### src/rtl/ncp_word_pkg.sv
package ncp_word_pkg;

    localparam int NUM_EXC = 6;
    localparam int TOP_W   = 3;
    localparam int CC_W    = 4;
    localparam int WORD_W  = 16;
    localparam int PREC_W  = 7;

    localparam logic [WORD_W-1:0] CW_INIT = 16'h037F;
    localparam logic [WORD_W-1:0] SW_INIT = 16'h0000;

    typedef enum logic [1:0] {
        RND_NEAR = 2'd0,
        RND_DOWN = 2'd1,
        RND_UP   = 2'd2,
        RND_ZERO = 2'd3
    } rnd_mode_e;

    typedef struct packed {
        logic                ic;
        rnd_mode_e           rc;
        logic [1:0]          pc;
        logic [NUM_EXC-1:0]  mask;
    } ctrl_t;

    typedef struct packed {
        logic [CC_W-1:0]     cc;
        logic [TOP_W-1:0]    top;
        logic                sf;
        logic [NUM_EXC-1:0]  flags;
    } stat_t;

    function automatic ctrl_t cw_unpack(input logic [WORD_W-1:0] w);
        ctrl_t c;
        c.ic   = w[12];
        c.rc   = rnd_mode_e'(w[11:10]);
        c.pc   = w[9:8];
        c.mask = w[NUM_EXC-1:0];
        return c;
    endfunction

    function automatic logic [WORD_W-1:0] cw_pack(input ctrl_t c);
        return {3'b000, c.ic, c.rc, c.pc, 1'b0, 1'b1, c.mask};
    endfunction

    function automatic stat_t sw_unpack(input logic [WORD_W-1:0] w);
        stat_t s;
        s.cc    = {w[14], w[10:8]};
        s.top   = w[13:11];
        s.sf    = w[6];
        s.flags = w[NUM_EXC-1:0];
        return s;
    endfunction

    function automatic logic [WORD_W-1:0] sw_pack(input stat_t s, input logic es);
        return {es, s.cc[3], s.top, s.cc[2:0], es, s.sf, s.flags};
    endfunction

    function automatic logic [PREC_W-1:0] prec_width(input logic [1:0] pc);
        logic [PREC_W-1:0] w;
        case (pc)
            2'b00:   w = PREC_W'(24);
            2'b10:   w = PREC_W'(53);
            default: w = PREC_W'(64);
        endcase
        return w;
    endfunction

endpackage

### src/rtl/ncp_ctrl_reg.sv
module ncp_ctrl_reg
    import ncp_word_pkg::*;
(
    input  logic              clk,
    input  logic              rst,
    input  logic              init_i,
    input  logic              wr_i,
    input  logic [WORD_W-1:0] wdata_i,
    output ctrl_t             ctrl_o
);
    ctrl_t ctrl_q;

    always_ff @(posedge clk) begin
        if (rst || init_i) begin
            ctrl_q <= cw_unpack(CW_INIT);
        end else if (wr_i) begin
            ctrl_q <= cw_unpack(wdata_i);
        end
    end

    assign ctrl_o = ctrl_q;
endmodule

### src/rtl/ncp_stat_reg.sv
module ncp_stat_reg
    import ncp_word_pkg::*;
(
    input  logic               clk,
    input  logic               rst,
    input  logic               init_i,
    input  logic               ld_i,
    input  logic [WORD_W-1:0]  ld_data_i,
    input  logic               clr_i,
    input  logic [NUM_EXC-1:0] exc_set_i,
    input  logic               sf_set_i,
    input  logic               cc_wr_i,
    input  logic [CC_W-1:0]    cc_i,
    input  logic               top_wr_i,
    input  logic [TOP_W-1:0]   top_i,
    output stat_t              stat_o
);
    stat_t stat_q;
    stat_t stat_d;

    always_comb begin
        stat_d = stat_q;
        if (ld_i) begin
            stat_d = sw_unpack(ld_data_i);
        end else begin
            if (clr_i) begin
                stat_d.flags = '0;
                stat_d.sf    = 1'b0;
            end else begin
                stat_d.flags = stat_q.flags | exc_set_i;
                stat_d.sf    = stat_q.sf | sf_set_i;
            end
            if (cc_wr_i) begin
                stat_d.cc = cc_i;
            end
            if (top_wr_i) begin
                stat_d.top = top_i;
            end
        end
    end

    always_ff @(posedge clk) begin
        if (rst || init_i) begin
            stat_q <= sw_unpack(SW_INIT);
        end else begin
            stat_q <= stat_d;
        end
    end

    assign stat_o = stat_q;
endmodule

### src/rtl/ncp_err_sum.sv
module ncp_err_sum
    import ncp_word_pkg::*;
(
    input  logic [NUM_EXC-1:0] flags_i,
    input  logic [NUM_EXC-1:0] mask_i,
    output logic               es_o
);
    logic [NUM_EXC-1:0] unmasked;

    for (genvar i = 0; i < NUM_EXC; i++) begin : g_exc
        assign unmasked[i] = flags_i[i] & ~mask_i[i];
    end

    assign es_o = |unmasked;
endmodule

### src/rtl/ncp_word_regs.sv
module ncp_word_regs
    import ncp_word_pkg::*;
(
    input  logic                     clk,
    input  logic                     rst,
    input  logic                     init_i,
    input  logic                     clr_flags_i,
    input  logic [NUM_EXC-1:0]       exc_set_i,
    input  logic                     sf_set_i,
    input  logic                     cc_wr_i,
    input  logic [CC_W-1:0]          cc_i,
    input  logic                     top_wr_i,
    input  logic [TOP_W-1:0]         top_i,
    input  logic                     cw_wr_i,
    input  logic [WORD_W-1:0]        cw_i,
    input  logic                     sw_wr_i,
    input  logic [WORD_W-1:0]        sw_i,
    output logic [WORD_W-1:0]        cw_o,
    output logic [WORD_W-1:0]        sw_o,
    output logic [PREC_W-1:0]        prec_bits_o,
    output logic [1:0]               rnd_mode_o,
    output logic                     err_o
);
    ctrl_t ctrl;
    stat_t stat;
    logic  es;

    ncp_ctrl_reg i_ctrl (
        .clk     (clk),
        .rst     (rst),
        .init_i  (init_i),
        .wr_i    (cw_wr_i),
        .wdata_i (cw_i),
        .ctrl_o  (ctrl)
    );

    ncp_stat_reg i_stat (
        .clk       (clk),
        .rst       (rst),
        .init_i    (init_i),
        .ld_i      (sw_wr_i),
        .ld_data_i (sw_i),
        .clr_i     (clr_flags_i),
        .exc_set_i (exc_set_i),
        .sf_set_i  (sf_set_i),
        .cc_wr_i   (cc_wr_i),
        .cc_i      (cc_i),
        .top_wr_i  (top_wr_i),
        .top_i     (top_i),
        .stat_o    (stat)
    );

    ncp_err_sum i_err (
        .flags_i (stat.flags),
        .mask_i  (ctrl.mask),
        .es_o    (es)
    );

    assign cw_o        = cw_pack(ctrl);
    assign sw_o        = sw_pack(stat, es);
    assign prec_bits_o = prec_width(ctrl.pc);
    assign rnd_mode_o  = ctrl.rc;
    assign err_o       = es;
endmodule

### config.mk
export PLATFORM = sky130hd
export DESIGN_NAME = ncp_word_regs
export DESIGN_NICKNAME = d
export VERILOG_FILES = /design/src/rtl/ncp_word_pkg.sv /design/src/rtl/ncp_ctrl_reg.sv /design/src/rtl/ncp_stat_reg.sv /design/src/rtl/ncp_err_sum.sv /design/src/rtl/ncp_word_regs.sv
export SDC_FILE = /design/constraint.sdc
export NUM_CORES = 1
export LEC_CHECK = 0
export ABC_AREA = 1
export BUFFER_PORTS_ARGS = -buffer_cell sky130_fd_sc_hd__buf_2
export CELL_PAD_IN_SITES_DETAIL_PLACEMENT = 1
export CELL_PAD_IN_SITES_GLOBAL_PLACEMENT = 2
export CORE_UTILIZATION = 20
export CTS_BUF_LIST = sky130_fd_sc_hd__clkbuf_8
export CTS_CLUSTER_DIAMETER = 30
export DETAILED_ROUTE_END_ITERATION = 6
export PLACE_DENSITY = 0.88
export SLEW_MARGIN = 20
export SYNTH_ARGS = -nofsm -noshare
export SYNTH_HDL_FRONTEND = slang
export SYNTH_SLANG_ARGS = --single-unit
### constraint.sdc
create_clock -name clk -period 1.84 [get_ports clk]
set_input_delay 0.276 -clock clk [delete_from_list [all_inputs] [get_ports clk]]
set_output_delay 0.276 -clock clk [all_outputs]
set_load 0.05 [all_outputs]
==> results.ini <==
[layout]
n_antenna_cell = 0
drive_gt1_frac = 0.397
final_cell_mix = 82 x buf_2, 49 x nand2_1, 25 x dfxtp_1
layout.nets = 289
stdcell_count = 306
final_common_cell = buf_2
syn_to_final_growth_pct = 36.9

[drt]
routedWlPerCell_um = 10.9
drtIter0Drc = 17
vias_per_cell = 4.02
vias = 1231
drc = 0
finalWirelength_um = 3340
first_pass_iters = 4
drtAntennaViolNets = 0

[place]
post-place-cells = 302
place_hpwl_um = 2690
place_ws_ns = 0.597
place_congestion = 0.743
io_buffers = 82

[worst_setup_path]
cp_slowest_cell = dfxtp_1
worstSetupEndpointType = primary output
required_ns = 1.56
critical_path.startpoint = i_stat.stat_o[5]
crit_path_max_incr_delay_ns = 0.36
worstPathBufferInverterCount = 3
critPathLaunchType = flop
worstPathCellList = inv_1, o21ai_0, inv_1, nand3_2, buf_2
reg2reg_from = i_ctrl.ctrl_o[6]
crit_path_max_fanout = 3
critical-path-top-delay-family = buffers and inverters
crit_type = reg -> out
cp.arrival_ns = 1.23
path_common_cell = inv_1

[sta]
fmax_ghz = 0.665
min_period_over_period = 0.817
final_hold_viol_count = 0
fin_ws_ns = 0.336
finalSetupViolCount = 0
fin_hold_ws_ns = 0.226
finClkSkew_ns = 0
post-route-min-period_ns = 1.50
rsz0062_at_grt = false
finalSetupTns_ns = 0
slew_violations = 0

[cts]
htreeDepth = 1
cts-resized-gates = 0
ctsHoldBuffers = 0
clkSlewWorstSetupHoldPaths_ns = 0.09
clockRootBuffer = clkbuf_8
tritoncts = yes
clock_sinks = 25
cts_buffers = 3
cts_setup_buffers = 0
clock_path_buffers = 2
clock_latency_ns = 0.26

[worst_hold_path]
hold_start = cw_i[5]
hold_path.class = in -> reg

[floorplanning]
num_rows = 27
core_sq_mm = 0.00557
die_area_sq_mm = 0.00616
start_util = 0.210
die_h_um = 78.5
fp.dieW_um = 78.5
ios = 96

[logic_synthesis]
yosys_warnings = 0
post_synth_num_cell_types = 17
ys_seq_area_frac = 0.428
avgSynthCellArea_sq_um = 7.22
synthCells = 162
synth-seq-cells = 25
netlist_area_sq_mm = 0.00117

[power]
swShare = 0.338
internal_power_uw = 793
pwr-share-clk = 0.269
pwr-share-comb = 0.250
switchingPower_uw = 405
peakVddDrop_mv = 0.235
p_leak_nw = 0.907
cellPowerDensity_mw_per_mm2 = 748
p_seq_frac = 0.481
total_power_mw = 1.20

[grt]
grt_pass1_wl_um = 5200
antenna_found_initial = 0
first_global_vias = 1154
grt_overflow_total = 0
grt_max_degree = 19
track_usage = 0.108

[job]
drv_cap = 0

[outcome]
run_status = finished, final reports clean

state kept, by name, indices dropped and copies added (netlist names):
name / cells
i_ctrl.ctrl_o: 11
i_stat.stat_o: 14
synth_stat cells:
| cell | count | area [sq um] |
|---|---|---|
| a21oi_1 | 10 | 50.1 |
| buf_2 | 1 | 5.00 |
| buf_4 | 14 | 105 |
| buf_6 | 2 | 22.5 |
| clkbuf_1 | 1 | 3.75 |
| conb_1 | 2 | 7.51 |
| dfxtp_1 | 25 | 500 |
| inv_1 | 17 | 63.8 |
| inv_2 | 2 | 7.51 |
| nand2_1 | 49 | 184 |
| nand3_1 | 17 | 85.1 |
| nor2_1 | 4 | 15.0 |
| nor2_2 | 2 | 12.5 |
| nor2_4 | 2 | 22.5 |
| o211ai_1 | 6 | 45.0 |
| o21ai_0 | 5 | 25.0 |
| o21ai_1 | 3 | 15.0 |
tightest hold or removal path, cell delays in order:
cell	delay, ns
buf_2	0.07
nand2_1	0.04
nand3_1	0.07
worst paths after layout:
path | cells past startpoint | slack, ns | end
hold reg to reg | 2 | 0.48 | i_ctrl.ctrl_o[10]
setup / recovery | 5 | 0.34 | sw_o[7]
hold / removal | 3 | 0.23 | i_ctrl.ctrl_o[5]
setup reg to reg | 2 | 1.14 | i_ctrl.ctrl_o[6]
power groups by stage:
stage | registers, mW | logic (mW) | clock network (mW)
after global routing | 0.579 | 0.323 | 0.365
after global placement | 0.589 | 0.301 | 0
after CTS | 0.577 | 0.304 | 0.345
final | 0.576 | 0.299 | 0.323
after detailed placement | 0.589 | 0.303 | 0
after floorplan | 0.663 | 0.153 | 0
layer usage:
layer	wire, um	vias up	track usage
met4	40	0	0.0500
met1	1400	562	0.123
met3	123	2	0.00814
met2	1780	32	0.202
li1	-	635	-
met5	0	-	0
metrics by stage:
step / util / area (sq um)
after global placement: 0.279 / 1560
after CTS: 0.287 / 1600
final: 0.287 / 1600
after floorplan: - / 1190
after detailed placement: 0.279 / 1560
after global routing: 0.287 / 1600
layout make-up:
class | count | area (sq um)
Tap cell | 72 | 90.1
Multi-Input combinational cell | 104 | 484
Inverter | 19 | 71.3
Timing Repair Buffer | 82 | 410
Fill cell | 736 | 3970
Sequential cell | 25 | 500
Clock buffer | 3 | 41.3
Clock inverter | 1 | 3.75
cell families after synthesis:
group,Yosys count,share of synthesized area
other cells,2,0.00642
buf+inv,37,0.178
compound gates,24,0.115
simple gates,74,0.273
flops,25,0.428
No activity file was read; power rests on OpenSTA's default activity.
